--- src/rtl/gate_ctrl_pkg.sv ---
package gate_ctrl_pkg;

   localparam int unsigned NUM_PHASES = 4;
   localparam int unsigned PHASE_W    = $clog2(NUM_PHASES);
   localparam int unsigned NUM_SENSE  = 4;

   // positions inside the normalized sense vector
   localparam int unsigned SENSE_REQ = 0;
   localparam int unsigned SENSE_TOP = 1;
   localparam int unsigned SENSE_BOT = 2;
   localparam int unsigned SENSE_OCC = 3;

   localparam logic DIR_RAISE = 1'b0;
   localparam logic DIR_LOWER = 1'b1;

   // state encoding options for the phase register
   localparam int unsigned ENC_BINARY = 0;
   localparam int unsigned ENC_ONEHOT = 1;

   typedef enum logic [PHASE_W-1:0] {
      PH_IDLE  = 2'd0,
      PH_RAISE = 2'd1,
      PH_HOLD  = 2'd2,
      PH_LOWER = 2'd3
   } gate_phase_e;

   typedef struct packed {
      logic en;
      logic dir;
   } motor_cmd_t;

   function automatic motor_cmd_t cmd_for(gate_phase_e ph);
      motor_cmd_t c;
      c.en  = 1'b0;
      c.dir = DIR_RAISE;
      unique case (ph)
         PH_RAISE: begin c.en = 1'b1; c.dir = DIR_RAISE; end
         PH_LOWER: begin c.en = 1'b1; c.dir = DIR_LOWER; end
         default:  begin c.en = 1'b0; c.dir = DIR_RAISE; end
      endcase
      return c;
   endfunction

endpackage

--- src/rtl/gate_sense_norm.sv ---
module gate_sense_norm
   import gate_ctrl_pkg::*;
#(
   parameter int unsigned             WIDTH      = NUM_SENSE,
   parameter logic [NUM_SENSE-1:0]    ACTIVE_LOW = '0
) (
   input  logic [WIDTH-1:0] raw_i,
   output logic [WIDTH-1:0] norm_o
);

   if (WIDTH != NUM_SENSE) begin : g_bad_width
      $error("gate_sense_norm: WIDTH must equal NUM_SENSE");
   end

   for (genvar k = 0; k < WIDTH; k++) begin : g_bit
      if (ACTIVE_LOW[k]) begin : g_inv
         assign norm_o[k] = ~raw_i[k];
      end else begin : g_pass
         assign norm_o[k] = raw_i[k];
      end
   end

endmodule

--- src/rtl/gate_step_logic.sv ---
module gate_step_logic
   import gate_ctrl_pkg::*;
(
   input  gate_phase_e          cur_i,
   input  logic [NUM_SENSE-1:0] sense_i,
   output gate_phase_e          nxt_o
);

   logic pressed, at_top, at_bot, occupied;

   assign pressed  = sense_i[SENSE_REQ];
   assign at_top   = sense_i[SENSE_TOP];
   assign at_bot   = sense_i[SENSE_BOT];
   assign occupied = sense_i[SENSE_OCC];

   // each phase listens to one input only
   always_comb begin
      nxt_o = cur_i;
      unique case (cur_i)
         PH_IDLE:  if (pressed)   nxt_o = PH_RAISE;
         PH_RAISE: if (at_top)    nxt_o = PH_HOLD;
         PH_HOLD:  if (!occupied) nxt_o = PH_LOWER;
         PH_LOWER: if (at_bot)    nxt_o = PH_IDLE;
         default:                 nxt_o = PH_IDLE;
      endcase
   end

endmodule

--- src/rtl/gate_phase_reg.sv ---
module gate_phase_reg
   import gate_ctrl_pkg::*;
#(
   parameter int unsigned STATE_ENC = ENC_BINARY
) (
   input  logic                  clk_i,
   input  logic                  rst_i,
   input  gate_phase_e           nxt_i,
   output gate_phase_e           cur_o,
   output logic [NUM_PHASES-1:0] flags_o
);

   if (STATE_ENC != ENC_BINARY && STATE_ENC != ENC_ONEHOT) begin : g_bad_enc
      $error("gate_phase_reg: STATE_ENC must be ENC_BINARY or ENC_ONEHOT");
   end

   if (STATE_ENC == ENC_ONEHOT) begin : g_onehot
      logic [NUM_PHASES-1:0] q;

      always_ff @(posedge clk_i) begin
         if (rst_i) q <= NUM_PHASES'(1);
         else       q <= NUM_PHASES'(1) << nxt_i;
      end

      always_comb begin
         cur_o = PH_IDLE;
         for (int k = 0; k < NUM_PHASES; k++) begin
            if (q[k]) cur_o = gate_phase_e'(PHASE_W'(k));
         end
      end

      assign flags_o = q;
   end else begin : g_binary
      logic [PHASE_W-1:0] q;

      always_ff @(posedge clk_i) begin
         if (rst_i) q <= PH_IDLE;
         else       q <= nxt_i;
      end

      assign cur_o = gate_phase_e'(q);

      for (genvar k = 0; k < NUM_PHASES; k++) begin : g_flag
         assign flags_o[k] = (q == PHASE_W'(k));
      end
   end

endmodule

--- src/rtl/gate_cmd_reg.sv ---
module gate_cmd_reg
   import gate_ctrl_pkg::*;
(
   input  logic        clk_i,
   input  logic        rst_i,
   input  gate_phase_e nxt_i,
   output logic        en_o,
   output logic        dir_o
);

   motor_cmd_t cmd_d, cmd_q;

   // decoded from the phase being entered, so it lines up with the phase register
   assign cmd_d = cmd_for(nxt_i);

   always_ff @(posedge clk_i) begin
      if (rst_i) cmd_q <= '0;
      else       cmd_q <= cmd_d;
   end

   assign en_o  = cmd_q.en;
   assign dir_o = cmd_q.dir;

endmodule

--- src/rtl/gate_access_ctrl.sv ---
module gate_access_ctrl
   import gate_ctrl_pkg::*;
#(
   parameter int unsigned          STATE_ENC  = ENC_BINARY,
   parameter logic [NUM_SENSE-1:0] ACTIVE_LOW = '0
) (
   input  logic clk_i,
   input  logic rst_i,
   input  logic req_i,
   input  logic top_lim_i,
   input  logic bot_lim_i,
   input  logic occupied_i,
   output logic motor_en_o,
   output logic motor_dir_o
);

   logic [NUM_SENSE-1:0]  sense_raw, sense_n;
   logic [NUM_PHASES-1:0] phase_flags;
   gate_phase_e           phase_cur, phase_nxt;

   always_comb begin
      sense_raw            = '0;
      sense_raw[SENSE_REQ] = req_i;
      sense_raw[SENSE_TOP] = top_lim_i;
      sense_raw[SENSE_BOT] = bot_lim_i;
      sense_raw[SENSE_OCC] = occupied_i;
   end

   gate_sense_norm #(
      .WIDTH     (NUM_SENSE),
      .ACTIVE_LOW(ACTIVE_LOW)
   ) u_norm (
      .raw_i (sense_raw),
      .norm_o(sense_n)
   );

   gate_step_logic u_step (
      .cur_i  (phase_cur),
      .sense_i(sense_n),
      .nxt_o  (phase_nxt)
   );

   gate_phase_reg #(
      .STATE_ENC(STATE_ENC)
   ) u_phase (
      .clk_i  (clk_i),
      .rst_i  (rst_i),
      .nxt_i  (phase_nxt),
      .cur_o  (phase_cur),
      .flags_o(phase_flags)
   );

   gate_cmd_reg u_cmd (
      .clk_i(clk_i),
      .rst_i(rst_i),
      .nxt_i(phase_nxt),
      .en_o (motor_en_o),
      .dir_o(motor_dir_o)
   );

endmodule

--- config.mk ---
export PLATFORM = sky130hd
export DESIGN_NAME = gate_access_ctrl
export DESIGN_NICKNAME = d
export VERILOG_FILES = /design/src/rtl/gate_ctrl_pkg.sv /design/src/rtl/gate_sense_norm.sv /design/src/rtl/gate_step_logic.sv /design/src/rtl/gate_phase_reg.sv /design/src/rtl/gate_cmd_reg.sv /design/src/rtl/gate_access_ctrl.sv
export SDC_FILE = /design/constraint.sdc
export NUM_CORES = 1
export LEC_CHECK = 0
export ABC_AREA = 1
export ABC_CLOCK_PERIOD_IN_PS = 1000
export BUFFER_PORTS_ARGS = -buffer_cell sky130_fd_sc_hd__buf_4
export CAP_MARGIN = 20
export CORE_AREA = 2 2 39 41
export DETAILED_ROUTE_END_ITERATION = 10
export DIE_AREA = 0 0 41 43
export PLACE_DENSITY_LB_ADDON = 0.05
export SYNTH_ARGS = -nofsm -noshare
export SYNTH_HDL_FRONTEND = slang
export SYNTH_SLANG_ARGS = --single-unit
--- constraint.sdc ---
create_clock -name clk_i -period 1 [get_ports clk_i]
set_clock_uncertainty 0.05 [all_clocks]
set_input_delay 0 -clock clk_i [delete_from_list [all_inputs] [get_ports clk_i]]
set_output_delay 0 -clock clk_i [all_outputs]
set_load 0.005 [all_outputs]
# Word level (Yosys, flattened, before mapping)
# Index checks and enable logic that the tools add are counted.
# totals
elab_cells	15
out_inout_bits	2
input_bits	6
reg_bits	4
# op_classes
n_reduce_logical	1
muxes	6
eq_ne	5
# ops
operator	n
2-to-1 mux 2 bit	4
case mux 2 bit (4 select lines)	1
== test 2 bit, second input constant	3
== test 2 x 1 -> 1 bit, second input constant	2
case mux 2 bit (2 select lines)	1
logical NOT 2 bit	1

# Logic depth before layout (Yosys ltp)
# Gate-level depths: netlist of run 1.
# logic_depth
word_depth	4
ltp_mapped	4
ltp_nobuf	4

# Hierarchy
# A second synthesis of run 1 with hierarchy kept.
# unflattened
cells_unflattened	42
area_unflattened_um2	242.7
# by_module_without_submodules
module	n_inst	area_per_inst_um2	seq_area_each_um2	cells_per_inst
gate_phase_reg	1	81.3	40.0	13
gate_step_logic	1	73.8	0.0	19
gate_cmd_reg	1	57.6	40.0	6
gate_sense_norm	1	30.0	0.0	4

# Worst setup path after synthesis of run 1
# No wires, ideal clock.
# synth_path
path_type	reg-to-reg
start	register u_phase.g_binary.q[0] (netlist: u_phase.cur_o[0])
end	register u_phase.g_binary.q[1] (netlist: u_phase.cur_o[1])
path_buffers	0
stages_incl_launch_ff	4
t_arrival_ns	0.568
path_slack_ns	0.265
setup_time_ns	0.117
required_time_ns	0.833
period_less_slack_ns	0.735
cell_sequence	dfxtp_1 nand2_1 o21bai_1 a21oi_1
# synth_via
elab_chain_len	2
elab_cells_between_ends	5
classes_between	eq/ne (3); mux (1); reduce/logical (1)
# synth_lines
element	line	source
from (decl)	gate_phase_reg.sv:34	logic [PHASE_W-1:0] q;
from (signal assigned)	gate_phase_reg.sv:38	else q <= nxt_i;
== test 2 bit, or another cell as far along	-	
case mux 2 bit (4 select lines) *	gate_step_logic.sv:19	unique case (cur_i)
# Mark *: on every way between the ends. The rest lies on a longest branch, timed or not.
# A chain may end at the register's enable or synchronous reset.

==> results of run 1 <==
-- power groups by stage --
stage	registers (W)	logic [W]	clock network, W
finish	0.000181	0.0000624	0.000202
global route	0.000183	0.0000695	0.000224
CTS	0.000181	0.0000633	0.000213
detailed placement	0.000184	0.0000600	0
global placement	0.000185	0.0000604	0
floorplan	0.000184	0.0000280	0
-- metrics by stage --
stage	area, um2	std cells	total power [W]
after floorplan	150	18	0.000212
after CTS	255	45	0.000458
after detailed placement	223	41	0.000244
after global routing	255	45	0.000476
after global placement	223	41	0.000245
final	255	45	0.000445
-- flip-flops by register name, summed over array words and instances (netlist names) --
name           count
u_phase.cur_o      2
u_cmd.dir_o        1
u_cmd.en_o         1
-- cell type report --
| class | count | area, um2 | area share (%) |
|---|---|---|---|
| Clock buffer | 3 | 22.5 | 8.82 |
| Inverter | 3 | 11.3 | 4.41 |
| Multi-Input combinational cell | 11 | 58.8 | 23.0 |
| Sequential cell | 4 | 80.1 | 31.4 |
| Tap cell | 16 | 20.0 | 7.84 |
| Timing Repair Buffer | 8 | 62.6 | 24.5 |
-- worst min-delay path, cell delays in order --
cell                      delay, ns
sky130_fd_sc_hd__buf_4         0.08
sky130_fd_sc_hd__nand2_2       0.05
sky130_fd_sc_hd__nand3_2       0.07
sky130_fd_sc_hd__nor2_1        0.04
-- Yosys cell counts --
cell type / n
sky130_fd_sc_hd__inv_2: 1
sky130_fd_sc_hd__inv_1: 2
sky130_fd_sc_hd__a21oi_1: 3
sky130_fd_sc_hd__nor2_1: 1
sky130_fd_sc_hd__nand2_1: 3
sky130_fd_sc_hd__nand3_1: 1
sky130_fd_sc_hd__o21bai_1: 1
sky130_fd_sc_hd__dfxtp_1: 4
sky130_fd_sc_hd__nand2_2: 1
sky130_fd_sc_hd__nand3_2: 1
-- routing by layer --
metal	GRT usage (%)	part of all wire [%]	up-vias
met5	0	0	-
met2	6.88	51	3
met4	10.0	0	0
li1	-	-	79
met1	5.48	44	61
met3	3.14	5.0	0
-- logic make-up (layout without fill, tap and decap cells) --
family	after synthesis	after routing	synth area share, %
simple gates	7	7	24.2
compound gates	4	4	15.0
flops	4	4	53.3
buf+inv	3	14	7.50
-- layout by cell type, fill, tap and decap left out --
| cell type | netlist | routed |
|---|---|---|
| sky130_fd_sc_hd__inv_1 | 2 | 2 |
| sky130_fd_sc_hd__buf_4 | 0 | 7 |
| sky130_fd_sc_hd__o21bai_1 | 1 | 1 |
| sky130_fd_sc_hd__nand3_2 | 1 | 1 |
| sky130_fd_sc_hd__nand2_1 | 3 | 3 |
| sky130_fd_sc_hd__inv_2 | 1 | 1 |
| sky130_fd_sc_hd__a21oi_1 | 3 | 3 |
| sky130_fd_sc_hd__dfxtp_1 | 4 | 4 |
| sky130_fd_sc_hd__nand3_1 | 1 | 1 |
| sky130_fd_sc_hd__dlygate4sd3_1 | 0 | 1 |
| sky130_fd_sc_hd__nand2_2 | 1 | 1 |
| sky130_fd_sc_hd__clkbuf_4 | 0 | 3 |
| sky130_fd_sc_hd__nor2_1 | 1 | 1 |
-- final timing paths --
kind / start / to / slack, ns / cells after the start
min reg2reg: u_phase.cur_o[1]$_SDFF_PP0_ / u_cmd.dir_o$_SDFF_PP0_ / 0.44 / 2
min: occupied_i / u_cmd.dir_o$_SDFF_PP0_ / 0.01 / 4
max reg2reg: u_phase.cur_o[0]$_SDFF_PP0_ / u_cmd.en_o$_SDFF_PP0_ / 0.20 / 4
max: rst_i / u_phase.cur_o[1]$_SDFF_PP0_ / 0.19 / 4
-- timing repair --
action | 4_1_cts | 5_1_grt
hold buffers | 1 | 0
endpoints found under the setup margin | 0 | 0
endpoints found under the hold margin | 4 | 0
==> flow_summary.toml, run 1 <==
[sta]
rsz0062_at_grt = "no"
timing.final.setup_violations = 0
timing.hold.ws_ns = 0.0131
post-route-worst-setup-slack_ns = 0.185
final-max-slew-violation-count = 0
totalNegativeSetupSlack_ns = 0
clock_period_minus_final_worst_setup_slack_ns = 0.815
final-hold-violation-count = 0
timing.fmax_mhz = 1230
max_slew.worst_pin.slew_ns = 0.113
max_slew_margin_pct = 92.4
period_share_pct = 81.5

[floorplanning]
die_h_um = 43
placeableCoreArea_mm2 = 0.00138
core.rowCount = 14
area_of_the_die_mm2 = 0.00176
initial_utilization_pct = 10.8
ioPinCount = 8
die_w_um = 41

[detailed_routing]
drt_iter0_markers = 0
route.final.wire_length_um = 362
routed-via-count = 143
via_density_per_instance = 3.18
detailedRoute.firstPassIterationCount = 1
post-route-drc-count = 0
postRouteAntennaNets = 0
detail_route.wl_per_cell_um = 8.04

[critical_path]
worst-endpoint-arrival_ns = 0.93
cp_data_required_time_ns = 1.12
critical-path-slowest-cell = "sky130_fd_sc_hd__dlygate4sd3_1"
cpLargestDelayFamily = "buffers and inverters"
worst_stage_delay_on_the_critical_path_ns = 0.53
path_cells = "dlygate4sd3_1 > buf_4 > o21bai_1 > a21oi_1"
crit_fanout = 4
critical_path_class = "primary input to flip-flop"
cp-end-kind = "flip-flop"
crit_path_launch_type = "primary input"
worst-path-buf-inv = 2

[status]
status = "finished, final reports clean"

[cells_and_area]
finalCoreUtilization_pct = 18.4
areaGrowthSynthToFinish_pct = 70.0
layout.filler_cells = 165
final_layout_size_suffix_gt1_share_pct = 44.8
antenna-diode-count = 0
nets = 37

[global_routing]
gr-usage-all-layers_pct = 6.03
grt_first_pass_wirelength_um = 600
antenna_found_initial = 0
grt_overflow = 0
first_global_vias = 177
grt_start_max_net_pins = 5

[power_and_ir_drop]
power_leakage_nw = 0.117
switching_fraction_pct = 23.0
power_frac_clock_pct = 45.3
peakVddDrop_uv = 386
power_per_cell_area_mw_per_mm2 = 1740
seq_power_share_pct = 40.7
power_report.internal_total_w = 0.000343
total_switching_power_w = 0.000103
p_comb_share_pct = 14.0

[placement]
buffer_ports.inserted = 7
preCtsSetupSlack_ns = 0.202
finalWeightedCongestion = 0.653
post-dp-hpwl_um = 279

[logic_synthesis]
netlist_instances = 18
synth.yosys.seq_area_share_pct = 53.3
synth_top_area_cell = "sky130_fd_sc_hd__dfxtp_1"
yosys.area.top_type_share_pct = 53.3
synth-warning-count = 0
postSynthRegisterBits = 4
synthesized_nets = 24
post_synth_num_cell_types = 10
post_synth_main_area_contributors = "sky130_fd_sc_hd__dfxtp_1, sky130_fd_sc_hd__a21oi_1, sky130_fd_sc_hd__nand2_1"
syn_area_per_cell_um2 = 8.34
mappedNetlistArea_um2 = 150

[clock_tree]
worstSkewPairLatency_ns = 0.24
clock-sinks = 4
clock_tree_from_tritoncts = "done"
clk_transition_reported_paths_ns = 0.04
cts.path.max_buffers = 2
postCtsSetupRepairBufs = 0
htree_num_levels = 1
ctsRootBufferMaster = "sky130_fd_sc_hd__clkbuf_4"
cts_buffers = 3
post_cts_resize_count = 0

[job]
maxCapViolations = 0

[hold_path]
min-delay-path-class = "primary input to flip-flop"
Power figures use the tool's default switching activity.
==> inputs of run 2 (changes only) <==
--- a/config.mk
+++ b/config.mk
@@ -5,8 +5,8 @@
 export SDC_FILE = /design/constraint.sdc
 export NUM_CORES = 1
 export LEC_CHECK = 0
-export ABC_AREA = 1
-export ABC_CLOCK_PERIOD_IN_PS = 1000
+export ABC_AREA = 0
+export ABC_CLOCK_PERIOD_IN_PS = 800
 export BUFFER_PORTS_ARGS = -buffer_cell sky130_fd_sc_hd__buf_4
 export CAP_MARGIN = 20
 export CORE_AREA = 2 2 39 41
==> constraint.sdc (replaced) <==
create_clock -name clk_i -period 0.8 [get_ports clk_i]
set_clock_uncertainty 0.05 [all_clocks]
set_input_delay 0 -clock clk_i [delete_from_list [all_inputs] [get_ports clk_i]]
set_output_delay 0 -clock clk_i [all_outputs]
set_load 0.005 [all_outputs]
==> run 2 against run 1 <==
Against the previous run: the flow now finishes with violations (negative setup slack); non-clock buffer count grew 2; first-iteration DRC count rose by 3; final area is 16% higher; largest power group unchanged.
==> flow_summary.toml, run 2 <==
[status]
status = "complete, but fails checks"
failed_checks = "negative setup slack"

[hold_path]
min_delay_worst_endpoint = "u_cmd.dir_o$_SDFF_PP0_"
min-delay-path-class = "primary input to flip-flop"
min_path_cells = 3
hold_path_startpoint = "occupied_i"

[clock_tree]
cts_buffers = 3
clock_tree_from_tritoncts = "done"
worstSkewPairLatency_ns = 0.23
ctsRootBufferMaster = "sky130_fd_sc_hd__clkbuf_4"
clock-sinks = 4
htree_num_levels = 1
clk_transition_reported_paths_ns = 0.04
postCtsSetupRepairBufs = 0
cts.path.max_buffers = 2

[logic_synthesis]
postSynthRegisterBits = 4
post_synth_num_cell_types = 11
yosys.area_share.xor_xnor_pct = 0
synthesized_nets = 22
synth.yosys.seq_area_share_pct = 47.4
netlist_instances = 16
yosys.area.top_type_share_pct = 47.4
synth-warning-count = 0
syn_area_per_cell_um2 = 10.6
synthFlopType = "sky130_fd_sc_hd__dfxtp_1"
mappedNetlistArea_um2 = 169
synth_top_family_by_area = "simple AND/OR/NAND/NOR gates"
synthMuxAreaShare_pct = 5.93
synth_fa_ha_area_share_pct = 0
synthTopCellsByCount = "sky130_fd_sc_hd__dfxtp_1, sky130_fd_sc_hd__a32o_1, sky130_fd_sc_hd__nor2b_1"
yosysMostFrequentCell = "sky130_fd_sc_hd__dfxtp_1"
synth-compound-area-share_pct = 20.7
synth_async_sr_flop_share_pct = 0
synth_top_area_cell = "sky130_fd_sc_hd__dfxtp_1"
yosys.area_share.simple_pct = 25.9
synth_edf_count = 0
post_synth_main_area_contributors = "sky130_fd_sc_hd__dfxtp_1, sky130_fd_sc_hd__a32o_1, sky130_fd_sc_hd__nor2b_1"

[sta]
max_slew.worst_pin.slew_ns = 0.219
clock_period_minus_final_worst_setup_slack_ns = 0.945
rsz0062_at_grt = "yes"
final-max-slew-violation-count = 0
final-hold-violation-count = 0
timing.hold.ws_ns = 0.0363
period_share_pct = 118
timing.fmax_mhz = 1060
max_slew_margin_pct = 85.0
post-route-worst-setup-slack_ns = -0.145
timing.final.setup_violations = 4

[power_and_ir_drop]
total_power_w = 0.000591
power_leakage_nw = 0.120
power_per_cell_area_mw_per_mm2 = 1990
peakVddDrop_uv = 397

[floorplanning]
ioPinCount = 8
initial_utilization_pct = 12.2
die_h_um = 43
area_of_the_die_mm2 = 0.00176
placeableCoreArea_mm2 = 0.00138
core.rowCount = 14
die_w_um = 41

[critical_path]
critical_path.startpoint = "u_phase.cur_o[1]$_SDFF_PP0_"
critical_path_class = "flip-flop to flip-flop"
path_cells = "or2_1 > a32o_1"
ff2ff_path_depth = 2
slack_of_the_worst_reg_to_reg_path_ns = -0.14
critical-path-slowest-cell = "sky130_fd_sc_hd__dfxtp_2"
r2r-end = "u_cmd.en_o$_SDFF_PP0_"
crit_path_launch_type = "flip-flop"
rr_startpoint = "u_phase.cur_o[1]$_SDFF_PP0_"
worst_stage_delay_on_the_critical_path_ns = 0.33
crit_fanout = 5
cp-end-kind = "flip-flop"
worst-endpoint-arrival_ns = 1.02
cp_data_required_time_ns = 0.87

[global_routing]
grt_overflow = 0
gr-usage-all-layers_pct = 6.71
grt_first_pass_wirelength_um = 717
grt_start_max_net_pins = 6
first_global_vias = 174
antenna_found_initial = 0

[cells_and_area]
nets = 37
areaGrowthSynthToFinish_pct = 75.6
finalCoreUtilization_pct = 21.4
largest_register_ffs = 2
final_common_cell = "sky130_fd_sc_hd__buf_4"
antenna-diode-count = 0
layout.cells.most_common_list = "sky130_fd_sc_hd__buf_4, sky130_fd_sc_hd__clkbuf_4, sky130_fd_sc_hd__dfxtp_1"
final_layout_size_suffix_gt1_share_pct = 51.7

[detailed_routing]
postRouteAntennaNets = 0
detailedRoute.firstPassIterationCount = 4
drt_iter0_markers = 3
post-route-drc-count = 0
detail_route.wl_per_cell_um = 9.73
via_density_per_instance = 3.80
route.final.wire_length_um = 438
routed-via-count = 171

[job]
maxCapViolations = 0

[placement]
finalWeightedCongestion = 0.647
preCtsSetupSlack_ns = -0.148
buffer_ports.inserted = 7
==> run 2: how the worst max path moves through the flow <==
stage | end | depth (start not counted)
4_1_cts | u_cmd.en_o$_SDFF_PP0_ | 2
5_1_grt | u_cmd.en_o$_SDFF_PP0_ | 2
3_3_place_gp | u_cmd.en_o$_SDFF_PP0_ | 2
2_1_floorplan | u_cmd.en_o$_SDFF_PP0_ | 2
6_report | u_cmd.en_o$_SDFF_PP0_ | 2
3_5_place_dp | u_cmd.en_o$_SDFF_PP0_ | 2
==> run 2: cell families after synthesis <==
family,Yosys count
flops,4
compound gates,4
mux,1
simple gates,7
==> run 2: per-stage QoR <==
step	cell area, um2	TNS, ns	cells
floorplan	170	-0.192	16
global placement	250	-0.351	40
detailed placement	250	-0.376	40
CTS	293	-0.393	45
global route	297	-0.489	45
finish	297	-0.360	45
==> run 2: layer usage <==
layer | up-vias | wire length [um] | track usage, % | part of all wire, %
met5 | - | 0 | 0 | 0
met4 | 0 | 0 | 6.00 | 0
met3 | 0 | 39 | 4.71 | 8.9
met2 | 4 | 214 | 8.44 | 49
met1 | 80 | 183 | 7.03 | 42
li1 | 87 | - | - | -
==> run 2: timing repair <==
action,in CTS,in global routing
hold buffers,2,0
hold endpoints to repair,2,0
resized for setup,0,1
setup endpoints to repair,4,4
==> run 2: cell type report <==
cell class | instances | area, um2
multi-input cells | 12 | 92.6
well taps | 16 | 20.0
fillers | 151 | 1090
clock buffers | 3 | 22.5
repair buffers | 10 | 80.1
flip-flops and latches | 4 | 81.3
==> run 2: worst max-delay path: cells and delay by family, from the launching register on <==
family / cells / cell delay [ns]
simple gates: 1 / 0.23
flops: 1 / 0.33
compound gates: 1 / 0.22
==> run 2: report_power, final <==
part / switching (W) / internal (W)
Sequential: 0.0000149 / 0.000220
Combinational: 0.0000365 / 0.0000684
Clock: 0.0000826 / 0.000168
